===== src/rtl/irqv_pkg.sv =====
package irqv_pkg;

   // register map of the bus port
   typedef enum logic [2:0] {
      RA_GCTL   = 3'd0,
      RA_PEND   = 3'd1,
      RA_ENA    = 3'd2,
      RA_LEVEL  = 3'd3,
      RA_BASE   = 3'd4,
      RA_LOCK   = 3'd5,
      RA_STATUS = 3'd6
   } reg_addr_e;

   // nesting state: two service depths
   typedef enum logic [1:0] {
      NS_IDLE   = 2'd0,
      NS_LO     = 2'd1,
      NS_HI     = 2'd2,
      NS_HI_ON_LO = 2'd3
   } nest_state_e;

   localparam int unsigned ADDR_W      = 3;
   localparam int unsigned FIX_HI_ADDR = 32'h0000_0008;
   localparam int unsigned FIX_LO_ADDR = 32'h0000_0018;

endpackage


===== src/rtl/irqv_pick.sv =====
// Fixed-order picker: lowest set candidate index wins.
module irqv_pick #(
   parameter int unsigned N     = 16,
   parameter int unsigned IDX_W = (N > 1) ? $clog2(N) : 1
) (
   input  logic             clk,
   input  logic             rst_n,
   input  logic [N-1:0]     cand_i,
   output logic             any_o,
   output logic [IDX_W-1:0] idx_o
);

   generate
      if (N < 1) begin : g_bad_n
         $error("irqv_pick: N must be at least 1");
      end
      if (N == 1) begin : g_single
         assign any_o = cand_i[0];
         assign idx_o = '0;
      end else begin : g_multi
         always_comb begin
            any_o = 1'b0;
            idx_o = '0;
            for (int i = N - 1; i >= 0; i--) begin
               if (cand_i[i]) begin
                  any_o = 1'b1;
                  idx_o = IDX_W'(i);
               end
            end
         end
      end
   endgenerate

   // winner really is a candidate, and nothing below it is
   logic [N-1:0] below_mask;
   assign below_mask = (N'(1) << idx_o) - N'(1);

   assert_pick_valid_R4 : assert property (@(posedge clk) disable iff (!rst_n)
      any_o |-> cand_i[idx_o]);
   assert_pick_lowest_R4 : assert property (@(posedge clk) disable iff (!rst_n)
      any_o |-> ((cand_i & below_mask) == '0));
   assert_pick_none_R4 : assert property (@(posedge clk) disable iff (!rst_n)
      (cand_i == '0) |-> !any_o);

endmodule


===== src/rtl/irqv_base_lock.sv =====
// Table base register with write lock and optional one-way lock rule.
module irqv_base_lock #(
   parameter int unsigned      VEC_W    = 21,
   parameter logic [VEC_W-1:0] RST_BASE = VEC_W'(8)
) (
   input  logic             clk,
   input  logic             rst_n,
   input  logic             one_way_i,
   input  logic             base_we_i,
   input  logic [VEC_W-1:0] base_wdata_i,
   input  logic             lock_we_i,
   input  logic             lock_wdata_i,
   output logic [VEC_W-1:0] base_o,
   output logic             lock_o
);

   logic [VEC_W-1:0] base_q;
   logic             lock_q;
   logic             lock_clear_ok;

   assign lock_clear_ok = !(one_way_i && lock_q);

   always_ff @(posedge clk or negedge rst_n) begin
      if (!rst_n) begin
         lock_q <= 1'b0;
      end else if (lock_we_i) begin
         if (lock_wdata_i) begin
            lock_q <= 1'b1;
         end else if (lock_clear_ok) begin
            lock_q <= 1'b0;
         end
      end
   end

   always_ff @(posedge clk or negedge rst_n) begin
      if (!rst_n) begin
         base_q <= RST_BASE;
      end else if (base_we_i && !lock_q) begin
         base_q <= base_wdata_i;
      end
   end

   assign base_o = base_q;
   assign lock_o = lock_q;

   assert_base_frozen_R6 : assert property (@(posedge clk) disable iff (!rst_n)
      lock_q |=> (base_q == $past(base_q)));
   assert_oneway_sticky_R7 : assert property (@(posedge clk) disable iff (!rst_n)
      (one_way_i && lock_q) |=> lock_q);
   assert_lock_set_R7 : assert property (@(posedge clk) disable iff (!rst_n)
      (lock_we_i && lock_wdata_i) |=> lock_q);

endmodule


===== src/rtl/irqv_nest.sv =====
// Two-depth service tracker: low, high, or high preempting low.
module irqv_nest
   import irqv_pkg::*;
(
   input  logic clk,
   input  logic rst_n,
   input  logic take_i,
   input  logic take_hi_i,
   input  logic ret_i,
   output logic exec_hi_o,
   output logic exec_lo_o,
   output logic idle_o
);

   nest_state_e state_q, state_d;

   always_comb begin
      state_d = state_q;
      if (ret_i) begin
         unique case (state_q)
            NS_HI_ON_LO: state_d = NS_LO;
            NS_HI:       state_d = NS_IDLE;
            NS_LO:       state_d = NS_IDLE;
            default:     state_d = NS_IDLE;
         endcase
      end else if (take_i) begin
         unique case (state_q)
            NS_IDLE: state_d = take_hi_i ? NS_HI : NS_LO;
            NS_LO:   state_d = take_hi_i ? NS_HI_ON_LO : NS_LO;
            default: state_d = state_q;
         endcase
      end
   end

   always_ff @(posedge clk or negedge rst_n) begin
      if (!rst_n) state_q <= NS_IDLE;
      else        state_q <= state_d;
   end

   assign exec_hi_o = (state_q == NS_HI) || (state_q == NS_HI_ON_LO);
   assign exec_lo_o = (state_q == NS_LO);
   assign idle_o    = (state_q == NS_IDLE);

   // the top only offers entries the current depth allows
   assert_take_legal_R10 : assert property (@(posedge clk) disable iff (!rst_n)
      (take_i && !take_hi_i) |-> (state_q == NS_IDLE));
   assert_take_hi_legal_R10 : assert property (@(posedge clk) disable iff (!rst_n)
      (take_i && take_hi_i) |-> (state_q == NS_IDLE || state_q == NS_LO));
   assert_ret_pops_R10 : assert property (@(posedge clk) disable iff (!rst_n)
      (ret_i && state_q == NS_HI_ON_LO) |=> (state_q == NS_LO));

endmodule


===== src/rtl/irq_vector_ctrl.sv =====
module irq_vector_ctrl
   import irqv_pkg::*;
#(
   parameter int unsigned      N          = 16,
   parameter int unsigned      DATA_W     = 32,
   parameter int unsigned      VEC_W      = 21,
   parameter int unsigned      STEP_SHIFT = 1,
   parameter logic [VEC_W-1:0] RST_BASE   = VEC_W'(8)
) (
   input  logic                clk,
   input  logic                rst_n,
   input  logic [N-1:0]        src_irq_i,
   input  logic                vec_mode_i,
   input  logic                one_way_i,
   input  logic                bus_wr_i,
   input  logic [ADDR_W-1:0]   bus_addr_i,
   input  logic [DATA_W-1:0]   bus_wdata_i,
   output logic [DATA_W-1:0]   bus_rdata_o,
   output logic                core_req_o,
   output logic                core_hi_o,
   output logic [VEC_W-1:0]    core_vec_o,
   input  logic                core_ack_i,
   input  logic                core_ret_i,
   output logic                exec_hi_o,
   output logic                exec_lo_o
);

   localparam int unsigned IDX_W = (N > 1) ? $clog2(N) : 1;

   generate
      if (N < 1 || N > DATA_W) begin : g_bad_n
         $error("irq_vector_ctrl: N must be 1..DATA_W");
      end
      if (VEC_W > DATA_W || VEC_W <= IDX_W + STEP_SHIFT) begin : g_bad_vec
         $error("irq_vector_ctrl: VEC_W out of range");
      end
      if (DATA_W < 2) begin : g_bad_dw
         $error("irq_vector_ctrl: DATA_W too small");
      end
   endgenerate

   // ---------------- register writes ----------------
   logic wr_gctl, wr_pend, wr_ena, wr_level, wr_base, wr_lock;
   assign wr_gctl  = bus_wr_i && (bus_addr_i == RA_GCTL);
   assign wr_pend  = bus_wr_i && (bus_addr_i == RA_PEND);
   assign wr_ena   = bus_wr_i && (bus_addr_i == RA_ENA);
   assign wr_level = bus_wr_i && (bus_addr_i == RA_LEVEL);
   assign wr_base  = bus_wr_i && (bus_addr_i == RA_BASE);
   assign wr_lock  = bus_wr_i && (bus_addr_i == RA_LOCK);

   logic         gie_hi_q, gie_lo_q;
   logic [N-1:0] pend_q, ena_q, level_q;
   logic [N-1:0] pend_clr;

   assign pend_clr = wr_pend ? bus_wdata_i[N-1:0] : '0;

   always_ff @(posedge clk or negedge rst_n) begin
      if (!rst_n) begin
         gie_hi_q <= 1'b0;
         gie_lo_q <= 1'b0;
      end else if (wr_gctl) begin
         gie_hi_q <= bus_wdata_i[0];
         gie_lo_q <= bus_wdata_i[1];
      end
   end

   // set from the line has precedence over software clear
   always_ff @(posedge clk or negedge rst_n) begin
      if (!rst_n) pend_q <= '0;
      else        pend_q <= (pend_q & ~pend_clr) | src_irq_i;
   end

   always_ff @(posedge clk or negedge rst_n) begin
      if (!rst_n)      ena_q <= '0;
      else if (wr_ena) ena_q <= bus_wdata_i[N-1:0];
   end

   always_ff @(posedge clk or negedge rst_n) begin
      if (!rst_n)        level_q <= '1;
      else if (wr_level) level_q <= bus_wdata_i[N-1:0];
   end

   // ---------------- base and lock ----------------
   logic [VEC_W-1:0] base;
   logic             lock;

   irqv_base_lock #(
      .VEC_W   (VEC_W),
      .RST_BASE(RST_BASE)
   ) u_base_lock (
      .clk         (clk),
      .rst_n       (rst_n),
      .one_way_i   (one_way_i),
      .base_we_i   (wr_base),
      .base_wdata_i(bus_wdata_i[VEC_W-1:0]),
      .lock_we_i   (wr_lock),
      .lock_wdata_i(bus_wdata_i[0]),
      .base_o      (base),
      .lock_o      (lock)
   );

   // ---------------- arbitration ----------------
   logic [N-1:0]     live, hi_cand, lo_cand;
   logic             hi_any, lo_any;
   logic [IDX_W-1:0] hi_idx, lo_idx;

   assign live    = pend_q & ena_q;
   assign hi_cand = live & level_q;
   assign lo_cand = live & ~level_q;

   irqv_pick #(.N(N), .IDX_W(IDX_W)) u_pick_hi (
      .clk   (clk),
      .rst_n (rst_n),
      .cand_i(hi_cand),
      .any_o (hi_any),
      .idx_o (hi_idx)
   );

   irqv_pick #(.N(N), .IDX_W(IDX_W)) u_pick_lo (
      .clk   (clk),
      .rst_n (rst_n),
      .cand_i(lo_cand),
      .any_o (lo_any),
      .idx_o (lo_idx)
   );

   // ---------------- nesting ----------------
   logic idle, ex_hi, ex_lo;
   logic hi_go, lo_go, take;
   logic [IDX_W-1:0] win_idx;

   assign hi_go   = hi_any && gie_hi_q && !ex_hi;
   assign lo_go   = lo_any && gie_lo_q && idle;
   assign win_idx = hi_go ? hi_idx : lo_idx;
   assign take    = core_req_o && core_ack_i;

   irqv_nest u_nest (
      .clk      (clk),
      .rst_n    (rst_n),
      .take_i   (take),
      .take_hi_i(hi_go),
      .ret_i    (core_ret_i),
      .exec_hi_o(ex_hi),
      .exec_lo_o(ex_lo),
      .idle_o   (idle)
   );

   // ---------------- vector ----------------
   logic [VEC_W-1:0] tab_vec, fix_vec;
   assign tab_vec = base + (VEC_W'(win_idx) << STEP_SHIFT);
   assign fix_vec = hi_go ? VEC_W'(FIX_HI_ADDR) : VEC_W'(FIX_LO_ADDR);

   assign core_req_o = hi_go || lo_go;
   assign core_hi_o  = hi_go;
   assign core_vec_o = vec_mode_i ? tab_vec : fix_vec;
   assign exec_hi_o  = ex_hi;
   assign exec_lo_o  = ex_lo;

   // ---------------- read port ----------------
   always_comb begin
      bus_rdata_o = '0;
      unique case (bus_addr_i)
         RA_GCTL:   bus_rdata_o = DATA_W'({gie_lo_q, gie_hi_q});
         RA_PEND:   bus_rdata_o = DATA_W'(pend_q);
         RA_ENA:    bus_rdata_o = DATA_W'(ena_q);
         RA_LEVEL:  bus_rdata_o = DATA_W'(level_q);
         RA_BASE:   bus_rdata_o = DATA_W'(base);
         RA_LOCK:   bus_rdata_o = DATA_W'(lock);
         RA_STATUS: bus_rdata_o = DATA_W'({ex_lo, ex_hi});
         default:   bus_rdata_o = '0;
      endcase
   end

   logic unused_wdata;
   assign unused_wdata = ^bus_wdata_i;

   // ---------------- checks ----------------
   assert_pend_sticky_R1 : assert property (@(posedge clk) disable iff (!rst_n)
      !wr_pend |=> ((pend_q & $past(pend_q)) == $past(pend_q)));
   assert_req_enabled_R2 : assert property (@(posedge clk) disable iff (!rst_n)
      core_req_o |-> (pend_q[win_idx] && ena_q[win_idx]));
   assert_hi_first_R3 : assert property (@(posedge clk) disable iff (!rst_n)
      (core_req_o && !core_hi_o) |-> !(hi_any && gie_hi_q && !ex_hi));
   assert_gie_gate_R9 : assert property (@(posedge clk) disable iff (!rst_n)
      core_req_o |-> (core_hi_o ? gie_hi_q : gie_lo_q));
   assert_no_req_in_hi_R10 : assert property (@(posedge clk) disable iff (!rst_n)
      ex_hi |-> !core_req_o);
   assert_status_excl_R10 : assert property (@(posedge clk) disable iff (!rst_n)
      !(ex_hi && ex_lo));

endmodule


===== config.mk =====
export PLATFORM = sky130hd
export DESIGN_NAME = irq_vector_ctrl
export DESIGN_NICKNAME = d
export VERILOG_FILES = /design/src/rtl/irqv_pkg.sv /design/src/rtl/irqv_pick.sv /design/src/rtl/irqv_base_lock.sv /design/src/rtl/irqv_nest.sv /design/src/rtl/irq_vector_ctrl.sv
export SDC_FILE = /design/constraint.sdc
export NUM_CORES = 1
export LEC_CHECK = 0
export ABC_AREA = 1
export CORE_MARGIN = 5
export CORE_UTILIZATION = 35
export CTS_CLUSTER_DIAMETER = 30
export DETAILED_ROUTE_END_ITERATION = 8
export PLACE_DENSITY_LB_ADDON = 0.05
export SLEW_MARGIN = 20
export SYNTH_ARGS = -nofsm -noshare
export SYNTH_HDL_FRONTEND = slang
export SYNTH_SLANG_ARGS = --single-unit

===== constraint.sdc =====
create_clock -name clk -period 9.6 [get_ports clk]
set_input_delay 0.96 -clock clk [delete_from_list [all_inputs] [get_ports clk]]
set_output_delay 0.96 -clock clk [all_outputs]
set_load 0.01 [all_outputs]

==> impl_results.md, run 1 <==
* Clock Path Buffers at 2
* EDFF count, synth at 0
* Simple-gate area share of the yosys netlist at 0.266
* Min-delay worst type: reg -> reg
* DRT Wirelength at 13.8 mm
* Global-route wire length before repair at 21.7 mm
* Status: completed
* Remaining antenna violation count at 0
* Post-CTS setup buffers at 0
* Total iterations of the first detailed-routing run at 5
* Setup TNS Final at 0 ns
* Largest net degree at the start of global routing at 75
* 1st-iter DRT viols at 269
* Vias in the first global route at approximately 4200
* Final non-filler cell total at 873
* Fin. max-slew vios at 0
* Site row count at 41
* Final worst-path cycle share at 0.568
* Multiplexer share of the synthesized area at 0
* Crit path launch type: flop
* Core area at 12600 sq um
* Die height at 123 um
* Util after Layout at 0.463
* Compound-Gate Fraction of Synth Area at 0.187
* RSZ-0062 raised after global routing: false
* GRT Total Usage at 0.189
* Endpoints failing hold at 0
* Async S/R FF share, synth at 1.00
* CTS tree: built
* PwrDens at a little under 200 nW/um^2
* Syn avg cell area at 7.34 sq um
* Synth warnings at 0
* Routed vias/inst at 5.02
* Fillers at 1261
* Slew margin rel. at 0.403
* Setup-failing EPs final at 0
* Capturing element type of the critical path: output pin
* DRC viols at 0
* CTS Buf Count at 9
* Synth Flop Type: dfrtp_1
* Drt wl/cell at 15.8 um
* Share of post-route cells with drive strength above 1 at 0.0827
* Leakage power at 2.72 nW
* FF-to-FF path depth at 4
* CP Data Arrival Time at 4.50 ns
* # hold bufs at CTS at 0
* Number of distinct library cells after synthesis at 42
* Die Width at 123 um
* Top Ports at roughly 120
* Placed Cells at roughly 860
* Register area share after synthesis at 0.419
* Area occupied by multi-input gates at 2160 sq um
* Initial antenna violation count at 0
* XOR/XNOR Fraction of Synth Area at 0.00392
* Root buffer cell: clkbuf_16
* Clock skew at 0.00344 ns
* Clk Latency, worst-skew pair at 0.35 ns
* Seq cells post-synth at 74
* Largest family of logic cells by synthesized area: simple AND/OR/NAND/NOR gates
* Cell Area, Synth at around 4500 sq um
* Post-DP HPWL at 9.90 mm
* Vias post-DR at roughly 4400
* Max cap viols at 0
* Hold path cells at 2
* CTS Sinks at 74
* FF/Latch Area at around 1900 sq um
* Mapped Cells at 609
* GP Congestion at 0.856
* Synth-to-layout area growth at 30.0%
* Critical path fanouts, max at 9
* Fin crit period at 5.46 ns
* Antenna Cells at 0
* CP Class: reg -> out
* Adder-Cell Fraction of Synth Area at 0.0157
* Fmax at 183 MHz
* Initial Utilization at 0.356
* CTS clk-pin slew, worst paths at 0.06 ns
* H-Tree Level Count at 3
* NumNets Final at 759
* Port bufs at 92
* IR Drop Worst-Case VDD at 91.7 uV
* Die ar. at 15100 sq um
* Post-CTS sizing at 0
* Remaining Overflow, GRT at 0
* Measured slew at the worst slew-check pin at 0.893 ns
* Crit path required time at 8.64 ns
==> critical path, stage by stage (launching register included) <==
cell and delay [ns]:
dfstp_2 0.54, nand3_1 0.10, nand2_1 0.13, nor2_1 0.09, a41oi_2 0.26, nand2_2 0.18, a31oi_1 0.22, nand2_1 0.08
nand2_1 0.07, ha_1 0.18, inv_1 0.06, fa_1 0.38, nand3b_1 0.17, nand2_1 0.09, nand2_1 0.07, nor2_1 0.16
nand2_1 0.19, nor4_2 0.26, nand4_1 0.16, a21oi_1 0.19, clkdlybuf4s50_1 0.56
==> cell usage after synthesis, types with 10 or more instances <==
library cell | instances | share of area
dfrtp_1 | 57 | 0.32
o21ai_0 | 35 | 0.039
a221o_1 | 10 | 0.022
buf_4 | 11 | 0.018
o22ai_1 | 11 | 0.015
nor2_1 | 44 | 0.037
clkbuf_1 | 15 | 0.013
o21ai_1 | 47 | 0.053
nand3_1 | 40 | 0.045
a21oi_1 | 19 | 0.021
nand2_1 | 160 | 0.13
inv_1 | 78 | 0.065
dfstp_2 | 17 | 0.10
==> metrics by stage <==
step                      instance area (sq um)  worst slack, ns  power [mW]  hold slack, ns
after detailed placement                   5510             4.57       0.803           0.476
after global placement                     5510             4.59       0.797           0.469
after CTS                                  5810             4.16        1.16           0.485
after global routing                       5810             3.76        1.22           0.498
final                                      5810             4.14        1.15           0.483
after floorplan                            4510             5.62       0.646           0.453
==> layer usage <==
metal  vias to the layer above  GRT usage  wire length, um
met1                      2066      0.256             6440
li1                       2163          -                -
met3                        20     0.0375              878
met4                         0     0.0789              292
met5                         -          0                0
met2                       135      0.298             6230
==> registers in the layout (all words and copies together), names as in the netlist <==
signal              flops
u_base_lock.lock_o      1
u_nest.state_q          2
gie_hi_q                1
pend_q                 16
ena_q                  16
u_base_lock.base_o     21
level_q                16
gie_lo_q                1
==> layout by cell type, fill, tap and decap left out, types with 3 or more instances in the layout <==
cell,count
dfrtp_1,57
clkdlybuf4s50_1,91
nand3b_1,3
a21oi_1,19
nor2_1,44
nor3_2,4
a221oi_1,3
nand2_1,158
inv_1,78
clkbuf_16,9
o21ai_1,47
o22ai_1,11
nor3_1,9
nand2_2,4
inv_2,7
conb_1,11
ha_1,4
a31oi_1,3
o2111ai_1,4
clkbuf_1,3
a221o_1,10
o21ai_0,35
dfstp_2,17
nand3_1,40
==> report_power, final <==
part	total, mW	switching [mW]	internal, mW
registers	0.417	0.0468	0.370
clock network	0.348	0.133	0.215
logic	0.381	0.217	0.164
total	1.15	0.397	0.750
==> path summary, 6_finish.rpt <==
| check | startpoint | to | slack, ns |
|---|---|---|---|
| setup / recovery | level_q[7] | core_vec_o[17] | 4.14 |
| max in group asynchronous | rst_n | u_base_lock.base_o[0] | 8.37 |
| min in group asynchronous | rst_n | ena_q[8] | 0.75 |
| hold reg to reg | level_q[3] | level_q[3] | 0.48 |
| setup reg to reg | u_base_lock.lock_o | u_base_lock.base_o[5] | 7.77 |
| hold / removal | level_q[3] | level_q[3] | 0.48 |
==> kinds of logic after synthesis <==
| group | count (synthesis) |
|---|---|
| adders and majority gates | 5 |
| AOI/OAI and AO/OA | 140 |
| DFF | 74 |
| xor gates and xnor gates | 2 |
| buffers and inverters | 116 |
| and+or+nand+nor | 271 |
| other | 1 |
==> final cells by class <==
type,count,area share
multi-input combinational,429,0.371
sequential,74,0.322
timing repair buffer,94,0.161
inverter,88,0.0572
clock buffer,14,0.0454
tap,172,0.0370
clock inverter,2,0.00603
Power figures use the tool's default switching activity.
==> run 2: changes to the inputs <==
==> constraint.sdc (replaced) <==
create_clock -name clk -period 5.71 [get_ports clk]
set_input_delay 0.571 -clock clk [delete_from_list [all_inputs] [get_ports clk]]
set_output_delay 0.571 -clock clk [all_outputs]
set_load 0.01 [all_outputs]
==> impl_results.md, run 2 (synthesis gave the netlist of run 1 again) <==
* Clock skew at approximately 0.0067 ns
* CTS clk-pin slew, worst paths at 0.06 ns
* Vias in the first global route at between 4000 and 5000
* Clock Path Buffers at 2
* Core area at 12600 sq um
* Initial Utilization at 0.356
* Share of post-route cells with drive strength above 1 at 0.0842
* PwrDens at 327 nW/um^2
* Leakage power at 2.71 nW
* Critical path fanouts, max at 9
* Remaining Overflow, GRT at 0
* Clk Latency, worst-skew pair at 0.35 ns
* Status: completed
* IR Drop Worst-Case VDD at between 100 and 150 uV
* CP Class: reg -> out
* Most frequent cells in the layout: nand2_1 (158), clkdlybuf4s50_1 (91), inv_1 (78)
* Synth-to-layout area growth at 29.7%
* 1st-iter DRT viols at 309
* GP Congestion at 0.855
* Crit path required time at approximately 5.1 ns
* Final worst-path cycle share at 0.883
* Initial antenna violation count at 0
* Endpoints failing hold at 0
* R2R setup slack at around 3.8 ns
* Setup-failing EPs final at 0
* Post-CTS sizing at 0
* Metal3 WL at 850 um
* Antenna Cells at 0
* Slew margin rel. at 0.392
* Met1 Wirelength at 6.58 mm
* Drt wl/cell at roughly 16 um
* Fin. max-slew vios at 0
* Total iterations of the first detailed-routing run at 5
* Max cap viols at 0
* Crit path launch type: flop
* CTS Sinks at 74
* Most common cell after layout, fill and taps aside: nand2_1
* Port bufs at 92
* Setup TNS Final at 0 ns
* Die Width at 123 um
* NumNets Final at 759
* Die ar. at 15100 sq um
* Site row count at 41
* Die height at ~120 um
* Vias post-DR at 4343
* Measured slew at the worst slew-check pin at about 0.9 ns
* DRC viols at 0
* CTS tree: built
* Routed vias/inst at 4.97
* WL met2 at 6.19 mm
* H-Tree Level Count at 3
* Remaining antenna violation count at 0
* Fillers at 1311
* Fmax at slightly below 200 MHz
* Post-CTS setup buffers at 0
* Largest net degree at the start of global routing at 75
* Area occupied by multi-input gates at 2160 sq um
* Top Ports at 115
* RSZ-0062 raised after global routing: false
* Fin crit period at between 5 and 6 ns
* CTS Buf Count at 9
* Worst hold margin at 0.349 ns
* Min-delay worst type: in -> async
* Post-DP HPWL at 9.91 mm
* FF/Latch Area at ~1900 sq um
* CP Data Arrival Time at 4.47 ns
* Capturing element type of the critical path: output pin
* Max FFs per register at 21
* Root buffer cell: clkbuf_16
* Highest routed layer: met4
* DRT Wirelength at ~14 mm
* Global-route wire length before repair at between 20 and 25 mm
* # hold bufs at CTS at 0
* GRT Total Usage at 0.192
## run 2: cell types whose count changed in the layout (fill, tap and decap cells not counted), sizes merged
| cell | delta |
|---|---|
| clkinv | +1 |
| bufinv | -1 |
## run 2: metal layers
layer / GRT usage / up-vias
met4: 0.0692 / 0
met2: 0.307 / 125
met1: 0.260 / 2025
met3: 0.0348 / 16
met5: 0 / -
li1: - / 2177
## run 2: power breakdown
part / internal, mW / switching [mW] / leakage (nW)
Clock: 0.329 / 0.222 / 0.143
Combinational: 0.276 / 0.366 / 1.74
Sequential: 0.622 / 0.0785 / 0.828
## run 2: layout make-up
cell class,count,area share
multi-input cells,429,0.372
flip-flops and latches,74,0.323
repair buffers,94,0.161
inverters,88,0.0574
clock buffers,14,0.0472
well taps,172,0.0371
clock inverters,2,0.00173
## run 2: worst paths after layout
kind,start,to,depth (start not counted)
max in group asynchronous,rst_n,u_base_lock.base_o[5],2
min in group clk,level_q[12],level_q[12],2
setup reg to reg,u_base_lock.lock_o,u_base_lock.base_o[5],4
hold / removal,rst_n,ena_q[9],2
setup / recovery,level_q[3],core_vec_o[17],20
hold reg to reg,level_q[12],level_q[12],2
## run 2: worst max-delay path, stage by stage (launching register included)
cell and delay [ns]:
dfstp_2 0.54, nand3_1 0.12, nand2_1 0.14, nor2_1 0.10
a41oi_2 0.24, nand2_2 0.18, a31oi_1 0.22, nand2_1 0.07
nand2_1 0.07, ha_1 0.17, inv_1 0.06, fa_1 0.39
nand3b_1 0.17, nand2_1 0.10, nand2_1 0.08, nor2_1 0.15
nand2_1 0.18, nor4_2 0.25, nand4_1 0.16, a21oi_1 0.18
clkdlybuf4s50_1 0.55
## run 2: through the flow
stage               worst slack, ns  instance area (sq um)  power [mW]  instances  utilization
finish                        0.668                   5800        1.89        873        0.461
floorplan                      2.12                   4510        1.09        619            -
global placement               1.10                   5510        1.34        857        0.438
CTS                           0.672                   5790        1.91        873        0.461
global route                  0.216                   5800        2.03        873        0.461
detailed placement             1.08                   5510        1.35        857        0.438
